File: src/rtl/sha256_quad_round.sv
module sha256_quad_round #(
  parameter int WORD_W = 32,
  parameter int LANES  = 4,
  localparam int HALF_W = WORD_W * LANES,
  localparam int CW     = $clog2(LANES)
) (
  input  logic              clk,
  input  logic              rst_n,
  input  logic              start,
  input  logic [1:0]        mode,
  input  logic [HALF_W-1:0] half_d,
  input  logic [HALF_W-1:0] half_n,
  input  logic [HALF_W-1:0] wk,
  output logic              busy,
  output logic              done,
  output logic              illegal,
  output logic [HALF_W-1:0] result
);

  typedef logic [WORD_W-1:0] word_t;

  function automatic word_t rotr(input word_t x, input int s);
    return (x >> s) | (x << (WORD_W - s));
  endfunction

  function automatic word_t f_ch(input word_t x, input word_t y, input word_t z);
    return (x & (y ^ z)) ^ z;
  endfunction

  function automatic word_t f_maj(input word_t x, input word_t y, input word_t z);
    return (x & y) | ((x | y) & z);
  endfunction

  function automatic word_t big_s0(input word_t x);
    return rotr(x, 2) ^ rotr(x, 13) ^ rotr(x, 22);
  endfunction

  function automatic word_t big_s1(input word_t x);
    return rotr(x, 6) ^ rotr(x, 11) ^ rotr(x, 25);
  endfunction

  logic [HALF_W-1:0] d_r, n_r, wk_r, d_nx, n_nx;
  logic              second_r;
  logic [CW-1:0]     cnt;
  word_t             dw [LANES];
  word_t             nw [LANES];
  word_t             w_cur, n_pick, t1, t2;

  always_comb begin
    for (int i = 0; i < LANES; i++) begin
      dw[i] = d_r[i*WORD_W +: WORD_W];
      nw[i] = n_r[i*WORD_W +: WORD_W];
    end
    w_cur  = wk_r[int'(cnt)*WORD_W +: WORD_W];
    n_pick = n_r[(LANES-1-int'(cnt))*WORD_W +: WORD_W];
    t2     = '0;
    if (!second_r) begin
      t1   = f_ch(nw[0], nw[1], nw[2]) + nw[LANES-1] + big_s1(nw[0]) + w_cur;
      t2   = t1 + f_maj(dw[0], dw[1], dw[2]) + big_s0(dw[0]);
      d_nx = {d_r[HALF_W-WORD_W-1:0], t2};
      n_nx = {n_r[HALF_W-WORD_W-1:0], dw[LANES-1] + t1};
    end else begin
      t1   = f_ch(dw[0], dw[1], dw[2]) + dw[LANES-1] + big_s1(dw[0]) + w_cur;
      d_nx = {d_r[HALF_W-WORD_W-1:0], n_pick + t1};
      n_nx = n_r;
    end
  end

  always_ff @(posedge clk) begin
    if (!rst_n) begin
      d_r      <= '0;
      n_r      <= '0;
      wk_r     <= '0;
      second_r <= 1'b0;
      cnt      <= '0;
      busy     <= 1'b0;
      done     <= 1'b0;
      illegal  <= 1'b0;
      result   <= '0;
    end else begin
      done    <= 1'b0;
      illegal <= 1'b0;
      if (busy) begin
        d_r <= d_nx;
        n_r <= n_nx;
        cnt <= cnt + CW'(1);
        if (cnt == CW'(LANES-1)) begin
          busy   <= 1'b0;
          done   <= 1'b1;
          result <= d_nx;
        end
      end else if (start) begin
        case (mode)
          2'd0, 2'd1: begin
            d_r      <= half_d;
            n_r      <= half_n;
            wk_r     <= wk;
            second_r <= mode[0];
            cnt      <= '0;
            busy     <= 1'b1;
          end
          2'd3:    illegal <= 1'b1;
          default: ;
        endcase
      end
    end
  end

endmodule

File: config.mk
export PLATFORM = sky130hd
export DESIGN_NAME = sha256_quad_round
export DESIGN_NICKNAME = d
export VERILOG_FILES = /design/src/rtl/sha256_quad_round.sv
export SDC_FILE = /design/constraint.sdc
export NUM_CORES = 2
export LEC_CHECK = 0
export BUFFER_PORTS_ARGS = -buffer_cell sky130_fd_sc_hd__buf_2
export CAP_MARGIN = 30
export CORE_MARGIN = 1.5
export CORE_UTILIZATION = 53
export CTS_BUF_LIST = sky130_fd_sc_hd__clkbuf_16
export DETAILED_ROUTE_END_ITERATION = 16
export GPL_TIMING_DRIVEN = 0
export PLACE_DENSITY_LB_ADDON = 0.2
export SYNTH_ARGS = -nofsm -noshare
export SYNTH_HDL_FRONTEND = slang
export SYNTH_SLANG_ARGS = --single-unit
File: constraint.sdc
create_clock -name clk -period 7.12 [get_ports clk]
set_input_delay 0.356 -clock clk [delete_from_list [all_inputs] [get_ports clk]]
set_output_delay 0.356 -clock clk [all_outputs]
set_load 0.02 [all_outputs]
==> metrics.cfg <==
[status]
status = finished with violations
violations = negative setup slack

[clocking]
cts_buffers = 57
cts_max_path_buffers = 3
htreeDepth = 2
clkSinkCount = 518
clkTransAtPathRegs_ns = 0.08
clock_latency_ns = 0.65
root_buffer = clkbuf_16
cts_tree = built

[timing]
rsz0062_at_grt = true
relSlewSlack_pct = 22.8
fin_crit_sh_pct = 100
fmax_ghz = 0.140
setup_viol = 3
maxSlewViolCount = 0
hold_viol = 0
finalWorstSetupSlack_ns = -0.0263
tightest_slew_ns = 1.16
layout_min_cycle_time_ns = 7.15
clock_skew_ns = 0.0336

[detailed_routing]
wl_um = 164000
vias_per_cell = 6.02
avgRoutedWirePerCell_um = 27.3
firstDrtPassIters = 6
drtAntennaViolNets = 0
drc = 0
drtIter0Drc = 4021
via_count = 36100

[logic_synthesis]
synth-async-reset-ratio_pct = 0
ys_types = 75
synth_area_sq_mm = 0.0360
syn_nets = 4990
ys.flop_type = dfxtp_1
synthCells = 4289
synth-edff-count = 0
ys_warn_count = 0
ys_seq_area_share_pct = 28.8
ys_ff_latch = 518
syn_area_per_cell_sq_um = 8.39

[flow_run]
maxCapViolations = 0

[worst_setup_path]
worst_ep_required_time_ns = 7.64
start_kind = register
slowest_stage = mux4_2
max_stage_delay_ns = 0.64
cpMostUsedCell = a21o_1
cp_max_fo = 6
cp.arrival_ns = 7.67
ff2ff_path_depth = 28
crit_path_end_kind = register
path_class = register to register

[global_route]
grt_usage_pct = 46.0
grt_pass1_wl_um = 232000
grt_pass1_vias = 34900
grt_max_degree = 16
grt_overflow = 0
antenna_found_initial = 11

[place]
dp_cells = 5721
place_ws_ns = -1.74
gp_congestion = 1.04
port_buffers = 518
hpwl_um = 131000

[floorplan]
io_pins = 520
fp.dieW_um = 264
dieHeight_um = 264
rows = 95
die-area_sq_mm = 0.0695
coreArea_sq_mm = 0.0672
start_util_pct = 53.6

[min_path]
min_path_cells = 3
hold_class = input port to register

[cells_and_area]
finalNetCount = 5776
post-route-util_pct = 66.7
final_cells = 6000
final_layout_size_suffix_gt1_share_pct = 18.1
syn_to_final_growth_pct = 24.5

-- sequential cells by signal, indices dropped and copies added (netlist names) --
register / count
done: 1
busy: 1
cnt: 2
wk_r: 128
d_r: 128
n_r: 128
result: 128
second_r: 1
illegal: 1
-- routing by layer --
| metal | up-vias | global-route usage (%) | wire length, um |
|---|---|---|---|
| met3 | 556 | 9.27 | 16700 |
| met4 | 4 | 34.0 | 14600 |
| met1 | 17300 | 56.0 | 60400 |
| met5 | - | 0 | 23 |
| met2 | 2253 | 72.4 | 72500 |
| li1 | 16000 | - | - |
-- logic make-up (layout without fill, tap and decap cells) --
group	count (synthesis)	in the layout	synth area share, %
buf+inv	679	1511	7.08
fa+ha+maj	316	316	14.9
flops	518	518	28.8
compound gates	993	993	16.8
mux	350	350	12.1
simple gates	1125	1125	12.8
xor+xnor	308	308	7.59
other cells	0	6	0
-- Yosys cell counts (4+ instances only) --
| master | instances | area share [%] |
|---|---|---|
| a2111oi_0 | 5 | 0.12 |
| a31o_2 | 4 | 0.097 |
| nor2_1 | 398 | 4.1 |
| nand2b_1 | 17 | 0.30 |
| xnor2_1 | 195 | 4.7 |
| a21boi_0 | 6 | 0.13 |
| and4_1 | 4 | 0.097 |
| o21bai_1 | 14 | 0.29 |
| a21o_1 | 66 | 1.4 |
| a211oi_1 | 166 | 3.5 |
| fa_1 | 187 | 10 |
| nand3b_1 | 4 | 0.083 |
| xor2_1 | 110 | 2.7 |
| o21ai_0 | 132 | 1.8 |
| nand4b_1 | 4 | 0.097 |
| a22oi_1 | 11 | 0.23 |
| maj3_1 | 4 | 0.11 |
| dfxtp_1 | 518 | 29 |
| nand2_1 | 565 | 5.9 |
| o31ai_1 | 8 | 0.17 |
| o211ai_1 | 18 | 0.38 |
| o21a_1 | 19 | 0.40 |
| mux4_2 | 64 | 4.0 |
| mux2i_1 | 241 | 6.7 |
| inv_1 | 380 | 4.0 |
| clkbuf_1 | 250 | 2.6 |
| mux2_2 | 45 | 1.4 |
| nor4_1 | 5 | 0.087 |
| nand3_1 | 31 | 0.43 |
| buf_1 | 47 | 0.49 |
| nor3_1 | 19 | 0.26 |
| a21oi_1 | 462 | 6.4 |
| and2_1 | 9 | 0.16 |
| a311oi_1 | 4 | 0.097 |
| and3_1 | 15 | 0.26 |
| ha_1 | 125 | 4.3 |
| nor2b_1 | 24 | 0.42 |
| o22ai_1 | 8 | 0.14 |
| nor3b_1 | 4 | 0.083 |
| a31oi_1 | 28 | 0.49 |
| a211o_1 | 7 | 0.17 |
| nand4_1 | 12 | 0.21 |
| or3_1 | 9 | 0.16 |
-- placed cells by master (no fill, tap or decap), drive strengths merged, types with 110 or more instances in the layout --
cell and n:
fa 187, o21ai 133, mux2i 241, a211oi 166, nand2 565, ha 125, dlygate4sd3 128, buf 652
dfxtp 518, inv 387, nor2 398, a21oi 463, clkbuf 304, xor2 110, xnor2 196
-- path summary, 6_finish.rpt --
path / startpoint / to / slack, ns
max reg2reg: cnt[0]$_SDFFE_PN0P_ / d_r[30]$_SDFFE_PN0P_ / -0.03
min: half_d[28] / d_r[28]$_SDFFE_PN0P_ / 0.02
max: cnt[0]$_SDFFE_PN0P_ / d_r[30]$_SDFFE_PN0P_ / -0.03
min reg2reg: result[58]$_SDFFE_PN0P_ / result[58]$_SDFFE_PN0P_ / 0.45
-- per-stage QoR --
| stage | hold slack, ns | TNS [ns] | cell area (sq um) |
|---|---|---|---|
| final | 0.0244 | -0.0413 | 44800 |
| after global routing | 0.0161 | -1.77 | 44800 |
| after CTS | 0.00415 | -0.0177 | 44300 |
| after detailed placement | 0.444 | -59.78 | 40400 |
| after global placement | 0.440 | -55.93 | 39700 |
| after floorplan | 0.433 | 0 | 36000 |
-- critical path, delay by kind of cell, from the launching register on --
kind,cells,cell delay (ns)
buf+inv,6,0.68
fa+ha+maj,6,2.28
xor+xnor,2,0.31
flops,1,0.38
simple gates,3,0.29
compound gates,10,2.43
mux,1,0.64
-- final cells by class --
class                   count  area [sq um]
fillers                  5718         22300
clock buffers              59          1480
plain buffers             292          1200
inverters                 381          1430
diodes                      6          15.0
repair buffers            733          4940
multi-input cells        3092         23700
clock inverters            46           568
well taps                 873          1090
flip-flops and latches    518         10400
-- timing repair --
| item | CTS | global route |
|---|---|---|
| buffers inserted | 26 | 17 |
| endpoints found under the setup margin | 59 | 36 |
| pin swaps | 38 | 69 |
| endpoints found under the hold margin | 127 | 0 |
| gates cloned | 0 | 0 |
| hold buffers | 128 | 0 |
| resized for setup | 103 | 66 |
Power is left out: the tool's default activity adds up to more than one toggle a clock period on the data nets, which glitch-free logic cannot reach.
